===== src/rtl/spec_store_buf.sv =====
module spec_store_buf #(
  parameter int DEPTH = 8,
  parameter int AW = 32,
  parameter int DW = 32,
  localparam int IW = $clog2(DEPTH),
  localparam int PW = IW + 1
) (
  input  logic          clk,
  input  logic          rst_n,
  input  logic          alloc_req,
  output logic          alloc_ok,
  output logic [PW-1:0] tail_ptr,
  input  logic          saddr_vld,
  input  logic [IW-1:0] saddr_idx,
  input  logic [AW-1:0] saddr_val,
  input  logic          sdata_vld,
  input  logic [IW-1:0] sdata_idx,
  input  logic [DW-1:0] sdata_val,
  input  logic          commit_req,
  output logic          commit_ok,
  input  logic          flush_vld,
  input  logic [PW-1:0] flush_tail,
  input  logic          ld_vld,
  input  logic [AW-1:0] ld_addr,
  input  logic [PW-1:0] ld_age,
  output logic          ld_hit,
  output logic          ld_unknown,
  output logic [DW-1:0] ld_data,
  output logic          wr_vld,
  input  logic          wr_rdy,
  output logic [AW-1:0] wr_addr,
  output logic [DW-1:0] wr_data
);

  logic [PW-1:0]    head, tail, cptr, count, fl_off, off_raw, ld_off;
  logic [DEPTH-1:0] v, spec, has_a, has_d, kill;
  logic [DEPTH-1:0] alloc_m, drain_m, commit_m, a_set, d_set;
  logic [AW-1:0]    tag [DEPTH];
  logic [DW-1:0]    dat [DEPTH];
  logic [IW-1:0]    hidx, tidx, cidx, sel, idx;
  logic             alloc_fire, found, unk;

  assign hidx     = head[IW-1:0];
  assign tidx     = tail[IW-1:0];
  assign cidx     = cptr[IW-1:0];
  assign count    = tail - head;
  assign alloc_ok = count != PW'(DEPTH);
  assign tail_ptr = tail;

  assign alloc_fire = alloc_req && alloc_ok && !flush_vld;
  assign commit_ok  = commit_req && (cptr != tail) && v[cidx] && spec[cidx]
                      && has_a[cidx] && has_d[cidx];
  assign wr_vld   = head != cptr;
  assign wr_addr  = tag[hidx];
  assign wr_data  = dat[hidx];

  assign alloc_m  = alloc_fire ? (DEPTH'(1) << tidx) : '0;
  assign drain_m  = (wr_vld && wr_rdy) ? (DEPTH'(1) << hidx) : '0;
  assign commit_m = commit_ok ? (DEPTH'(1) << cidx) : '0;
  assign a_set    = saddr_vld ? ((DEPTH'(1) << saddr_idx) & v) : '0;
  assign d_set    = sdata_vld ? ((DEPTH'(1) << sdata_idx) & v) : '0;

  assign fl_off = flush_tail - head;
  always_comb
    for (int i = 0; i < DEPTH; i++)
      kill[i] = flush_vld && v[i] && spec[i]
                && ({1'b0, IW'(i) - hidx} >= fl_off);

  always_ff @(posedge clk) begin
    if (!rst_n) begin
      head  <= '0;
      tail  <= '0;
      cptr  <= '0;
      v     <= '0;
      spec  <= '0;
      has_a <= '0;
      has_d <= '0;
    end else begin
      v     <= (v & ~kill & ~drain_m) | alloc_m;
      spec  <= (spec & ~commit_m) | alloc_m;
      has_a <= (has_a | a_set) & ~alloc_m;
      has_d <= (has_d | d_set) & ~alloc_m;
      if (commit_ok) cptr <= cptr + 1'b1;
      if (wr_vld && wr_rdy) head <= head + 1'b1;
      if (flush_vld) tail <= flush_tail;
      else if (alloc_fire) tail <= tail + 1'b1;
    end
  end

  always_ff @(posedge clk) begin
    if (saddr_vld && v[saddr_idx]) tag[saddr_idx] <= saddr_val;
    if (sdata_vld && v[sdata_idx]) dat[sdata_idx] <= sdata_val;
  end

  assign off_raw = ld_age - head;
  assign ld_off  = (off_raw > count) ? '0 : off_raw;

  always_comb begin
    found = 1'b0;
    unk   = 1'b0;
    sel   = '0;
    idx   = '0;
    for (int k = 0; k < DEPTH; k++) begin
      idx = hidx + IW'(k);
      if (PW'(k) < ld_off && v[idx]) begin
        if (!has_a[idx]) unk = 1'b1;
        else if (tag[idx] == ld_addr) begin
          found = 1'b1;
          sel   = idx;
        end
      end
    end
  end

  assign ld_unknown = ld_vld && (unk || (found && !has_d[sel]));
  assign ld_hit     = ld_vld && found && !ld_unknown;
  assign ld_data    = dat[sel];

  a_r2_no_overflow: assert property (@(posedge clk) disable iff (!rst_n)
    count <= PW'(DEPTH));

  a_r2_full_holds: assert property (@(posedge clk) disable iff (!rst_n)
    (alloc_req && !alloc_ok && !flush_vld) |=> $stable(tail_ptr));

  a_r7_hit_excl: assert property (@(posedge clk) disable iff (!rst_n)
    !(ld_hit && ld_unknown));

  a_r4_drain_hold: assert property (@(posedge clk) disable iff (!rst_n)
    (wr_vld && !wr_rdy) |=> (wr_vld && $stable(wr_addr) && $stable(wr_data)));

  a_r4_drain_retired: assert property (@(posedge clk) disable iff (!rst_n)
    wr_vld |-> (v[hidx] && !spec[hidx] && has_a[hidx] && has_d[hidx]));

endmodule


===== config.mk =====
export PLATFORM = sky130hd
export DESIGN_NAME = spec_store_buf
export DESIGN_NICKNAME = d
export VERILOG_FILES = /design/src/rtl/spec_store_buf.sv
export SDC_FILE = /design/constraint.sdc
export NUM_CORES = 1
export LEC_CHECK = 0
export ABC_AREA = 0
export ABC_CLOCK_PERIOD_IN_PS = 10800
export BUFFER_PORTS_ARGS = -buffer_cell sky130_fd_sc_hd__buf_2
export CORE_UTILIZATION = 41
export DETAILED_ROUTE_END_ITERATION = 6
export GPL_TIMING_DRIVEN = 0
export HOLD_SLACK_MARGIN = 0.02
export PLACE_DENSITY = 0.54
export REMOVE_ABC_BUFFERS = 1
export SYNTH_ARGS = -nofsm -noshare
export SYNTH_HDL_FRONTEND = slang
export SYNTH_SLANG_ARGS = --single-unit

===== constraint.sdc =====
create_clock -name clk -period 10.8 [get_ports clk]
set_clock_uncertainty 0.15 [all_clocks]
set_input_delay 1.62 -clock clk [delete_from_list [all_inputs] [get_ports clk]]
set_output_delay 1.62 -clock clk [all_outputs]
set_load 0.005 [all_outputs]

# Yosys cells after proc, flatten, opt, wreduce, memory -nomap -nowiden
# Memories as Yosys holds them, arrays and structs flattened. A register that Yosys moved wholly into a read port is not among the register bits.
# Index checks and enable logic that the tools add are counted.
# word_totals
reg_bits,44
latch_bits,0
mem_bits_rw,512
romBits,0
mem_count,2
# op_classes
add_sub_neg,21
n_mul,0
n_div,0
order_cmp,29
n_eq_ne,11
shift,5
mux,126
bitwise_logic,15
reduce_logical,51
# memory_table
memory,depth,width,rd,rd_ports_with_merged_regs,wr,line,source
dat,8,32,2,1,1,39,logic [DW-1:0] dat [DEPTH];
tag,8,32,8,1,1,38,logic [AW-1:0] tag [DEPTH];
# ops
op,n
equality test 32 bit,8
2-to-1 mux 3 bit,28
binary-select mux 1 bit (select 3 bit),23
2-to-1 mux 1 bit,67
bitwise AND 8 bit,7
"< comparator 3 x 4 -> 1 bit, second input constant",12
logical AND 1 bit,46
2-to-1 mux 8 bit,5
"<< shifter 1 x 3 -> 8 bit, first input constant",5
>= comparator 3 x 4 -> 1 bit,8
inverter 8 bit,4
bitwise OR 8 bit,4
"< comparator 3 x 4 -> 1 bit, first input constant",4
"adder 3 bit, second input constant",4
"adder 4 x 1 -> 4 bit, second input constant",3
2-to-1 mux 4 bit,3
"subtractor 3 bit, first input constant",4
subtractor 4 bit,3
"< comparator 1 x 4 -> 1 bit, first input constant",2
"< comparator 2 x 4 -> 1 bit, first input constant",2
!= test 4 bit,2
"adder 3 x 2 -> 3 bit, second input constant",2
"subtractor 1 x 3 -> 3 bit, first input constant",2
"subtractor 2 x 3 -> 3 bit, first input constant",2
6 further kinds,8

# Longest topological paths before layout
# logic_depth
depth_word,35
ltp_mapped,31
ltp_nobuf,21

# Least setup slack after synthesis
# Ideal clock, no wire load.
# synth_timing
kind,reg-to-output
from,reg head[0]
to,out ld_data[10]
arrival_ns,6.184
path_slack_ns,2.846
path_stages_with_launch,29
path_buffers,14
path_cell_list,dfxtp_1 buf_6 buf_6 inv_4 buf_2 buf_2 buf_2 buf_2 ha_1 buf_6 buf_4 buf_6 buf_2 and2b_1 buf_2 a22oi_1 nand3_1 a2111oi_2 o2111ai_1 or4_4 nor4_4 o31a_1 a21oi_4 mux2_4 buf_8 buf_12 buf_12 mux2i_1 a221oi_1
# synth_between
word_cells_on_any_way,92
cone_classes,add/sub: 9; order compare: 9; eq/ne: 7; mux: 57; reduce/logical: 8; memory: 2
# synth_rtl
item,line,source
"start, declared",35,"logic [PW-1:0] head, tail, cptr, count, fl_off, off_raw, ld_off;"
"start signal, assigned",84,if (wr_vld && wr_rdy) head <= head + 1'b1;
adder 3 bit (*),104,idx = hidx + IW'(k);
named net idx[0],40,"logic [IW-1:0] hidx, tidx, cidx, sel, idx;"
memory (8 x 32 bit),-,
equality test 32 bit,107,else if (tag[idx] == ld_addr) begin
2-to-1 mux 3 bit,107,
2-to-1 mux 3 bit,106,if (!has_a[idx]) unk = 1'b1;
2-to-1 mux 3 bit (*),105,if (PW'(k) < ld_off && v[idx]) begin
memory (8 x 32 bit) (*),-,
"end, declared",28,"output logic [DW-1:0] ld_data,"
# Mark *: on every way through the listed nets, which the timed path passes. The rest lies on a longest branch. The select of a mux whose other input is x is not followed.

# Final worst setup path
# layout_timing
from,reg head[1]
to,out ld_data[1]
# layout_between
elab_chain_cells,28
word_cells_on_any_way,92
cone_classes,add/sub: 9; order compare: 9; eq/ne: 7; mux: 57; reduce/logical: 8; memory: 2
# layout_lines
item,line,source
"subtractor 4 bit, on equally long branches","95, 46",
> comparator 4 bit,96,assign ld_off = (off_raw > count) ? '0 : off_raw;
2-to-1 mux 4 bit,96,
< comparator 1 x 4 -> 1 bit,105,
logical AND 1 bit,105,
2-to-1 mux 3 bit,105,
2-to-1 mux 3 bit,107,
2-to-1 mux 3 bit,106,
[... 12 more ...],-,
2-to-1 mux 3 bit,105,
2-to-1 mux 3 bit,107,
2-to-1 mux 3 bit,106,
2-to-1 mux 3 bit,105,
2-to-1 mux 3 bit,107,
2-to-1 mux 3 bit,106,
2-to-1 mux 3 bit (*),105,
memory (8 x 32 bit) (*),-,
# Mark *: on every way between the ends. The rest lies on a longest branch, timed or not. The select of a mux whose other input is x is not followed.

==> run_results.csv <==
group,metric,value,unit
outcome,status,"finished with violations",
outcome,violations,"design-rule violations",
critical_path,cp_cell_sequence,"buf_16 > buf_12 > inv_2 > ha_4 > ha_4 > inv_1 > mux2i_1 > xnor2_1 > nor4_2 > nand3b_1 > or3_1 > nor4_4 > mux2_2 > a31o_2 > nor2_4 > buf_16 > a221oi_1 > buf_2",
final_layout,syn2layout_area_growth,13.2,%
critical_path,critPathLaunchType,"flop",
timing,worst_slack,0.365,ns
power,power.leakage,0.0173,µW
logic_synthesis,synthDistinctLibCells,96,
critical_path,critPathCaptureType,"output pin",
critical_path,path_depth,18,
detailed_routing,viasPerCell,6.75,
logic_synthesis,synth_area_leaders,"edfxtp_1 (35%), mux4_2 (23%), mux2i_1 (9.9%)",
placement,pre_cts_ws,-0.837,ns
timing,timing.hold.ws,0.367,ns
floorplanning,io-pin-count,224,
timing,fmax,0.0958,GHz
critical_path,critPathRequiredTime,9.03,ns
logic_synthesis,synth_most_common_cell,"edfxtp_1",
power,peakVddDrop,0.128,mV
timing,finalMaxSlewViolations,0,
logic_synthesis,yosysWarnings,0,
logic_synthesis,synth_top_area_share,35.1,%
placement,hpwl,115,mm
logic_synthesis,synth_area_per_cell,13.5,µm²
timing,period_share,96.6,%
detailed_routing,ant_nets,0,
final_layout,seqCellArea,16300,µm²
critical_path,rr_endpoint,"v[4]",
logic_synthesis,ys_seq_area_share,37.3,%
critical_path,crit_end,"ld_data[1]",
critical_path,cp_slowest_stage_delay,0.97,ns
detailed_routing,drcViolationCount,21,
grt,grt_max_degree,86,
critical_path,reg2reg_depth,11,
logic_synthesis,synthFlopType,"edfxtp_1",
detailed_routing,vias,32400,
critical_path,crit_family,"simple AND/OR/NAND/NOR gates",
final_layout,multi_input_area,26100,µm²
placement,globalplace.congestion,0.962,
logic_synthesis,synth-edff-count,512,
critical_path,cp_max_fo,46,
placement,io_buffers,223,
critical_path,crit_buf_inv,6,
floorplanning,die_w,329,µm
cts,clk_latency,0.67,ns
grt,grt_pass1_vias,32100,
detailed_routing,firstDrtPassIters,7,
timing,fin_tns_setup,0,ns
cts,clk_path_buf_depth,3,
floorplanning,core-area,106000,µm²
detailed_routing,wire_per_inst,34.1,µm
power,pwr_density_cell,182,nW/µm²
floorplanning,fp-row-count,119,
critical_path,cpMaxStageDelayCell,"inv_1",
grt,grt_pass1_wl,232,mm
detailed_routing,drt_iter0_markers,3535,
timing,timing.final.crit_period,10.44,ns
cts,cts-root-buf,"clkbuf_16",
final_layout,drive_above_1_share,33.7,%
timing,tightest_slew,1.41,ns
hold_path,hold_class,"flop to flop",
critical_path,startpoint,"head[1]",
grt,grt_overflow,0,
logic_synthesis,synthTopCellsByCount,"edfxtp_1 (512), mux4_2 (448), mux2i_1 (431)",
timing,max_slew_margin,6.20,%
cts,cts_inserted_buffers,70,
critical_path,path_class,"flop to output pin",
final_layout,fillers,9193,
cts,clock_sinks,559,
final_layout,final_nets,3515,
cts,htree_levels,3,
cts,clkTransAtPathRegs,0.06,ns
logic_synthesis,synth_cells,3232,
floorplanning,dieArea,108000,µm²
critical_path,arrival,8.67,ns
floorplanning,start_util,41.5,%
cts,cts_tree,"built",
critical_path,r2r_setup_slack,6.40,ns
grt,track_usage,29.7,%
timing,rsz0062_at_grt,"no",
run,maxCapViolCount,0,
detailed_routing,wl,164,mm
hold_path,min_from,"spec[4]",
floorplanning,die_y,329,µm
logic_synthesis,ys_ff_latch,559,
timing,finalHoldViolations,0,
logic_synthesis,syn_area,43800,µm²
critical_path,rr_startpoint,"head[1]",
logic_synthesis,synth_top_cell_by_area,"edfxtp_1",
logic_synthesis,async_flop_share,0,%
timing,setup_violations,0,
grt,antenna_found_initial,26,
where the power goes:
| part | leakage [µW] | switching, µW | internal, µW |
|---|---|---|---|
| logic | 0.0112 | 2350 | 1720 |
| registers | 0.00499 | 73.7 | 2370 |
| clock network | 0.00119 | 1010 | 1500 |
worst min-delay path, stage by stage (launching register included):
cell      delay (ns)
dfxtp_1         0.34
nand2_1         0.06
a21boi_0        0.07
cell usage in the layout (no fill, tap or decap), drive strengths merged, types with 44 or more instances in the layout:
| cell type | Yosys | final |
|---|---|---|
| ha | 48 | 48 |
| buf | 185 | 301 |
| nor4 | 59 | 59 |
| inv | 41 | 44 |
| nand3 | 51 | 51 |
| o22ai | 66 | 66 |
| o21ai | 63 | 63 |
| mux2 | 195 | 196 |
| nor2 | 87 | 87 |
| mux2i | 431 | 431 |
| xor2 | 67 | 67 |
| a221oi | 54 | 54 |
| mux4 | 452 | 452 |
| nand2 | 130 | 130 |
| xnor2 | 168 | 168 |
| edfxtp | 512 | 512 |
| dfxtp | 47 | 47 |
| clkbuf | 78 | 87 |
timing repair:
item                       4_1_cts  5_1_grt
setup endpoints to repair       34       32
hold buffers                     0        0
gates resized for setup         10        4
buffers inserted                 5        3
gates cloned                     0        2
pin swaps                        1        2
cell type report:
class / instances / area share [%]
multi-input combinational: 2369 / 52.8
antenna: 9 / 0.0455
inverter: 42 / 0.333
clock buffer: 86 / 3.79
sequential: 559 / 33.0
timing repair buffer: 302 / 5.36
clock inverter: 42 / 1.21
tap: 1391 / 3.51
cells by family after synthesis:
| kind of cell | after synthesis | share of synthesized area, % |
|---|---|---|
| AOI/OAI and AO/OA | 387 | 6.65 |
| xor gates and xnor gates | 235 | 4.70 |
| adders and majority gates | 52 | 1.56 |
| buffers and inverters | 305 | 3.65 |
| DFF | 559 | 37.3 |
| muxes | 1078 | 38.3 |
| and+or+nand+nor | 616 | 7.83 |
per-layer routing:
layer | global-route usage, % | part of all wire, % | vias to the layer above
met1 | 38.7 | 39 | 16800
met5 | 0 | 0.073 | -
li1 | - | - | 13500
met3 | 6.08 | 8.7 | 346
met2 | 48.1 | 48 | 1767
met4 | 12.7 | 4.6 | 20
stage by stage:
stage / instances / power, µW / util, % / area [µm²]
global placement: 4583 / 6960 / 42.8 / 45200
CTS: 4786 / 9010 / 46.8 / 49400
floorplan: 2969 / 5390 / - / 42300
global route: 4795 / 9290 / 46.9 / 49500
finish: 4800 / 9020 / 46.9 / 49500
detailed placement: 4653 / 6470 / 44.3 / 46800
sequential cells by signal, indices dropped and copies added, names as in the netlist, named ones only:
register and cells:
cptr 4, dat 256, has_a 8, has_d 8
head 4, spec 8, tag 256, tail_ptr 4
v 8
how the worst min path moves through the flow:
stage / endpoint / depth (start not counted) / slack [ns]
after floorplan: spec[0] / 2 / 0.31
after global placement: spec[6] / 2 / 0.34
after detailed placement: spec[4] / 2 / 0.36
after CTS: spec[4] / 2 / 0.37
after global routing: spec[1] / 2 / 0.39
final: spec[4] / 2 / 0.37
No activity file was read; power rests on OpenSTA's default activity.
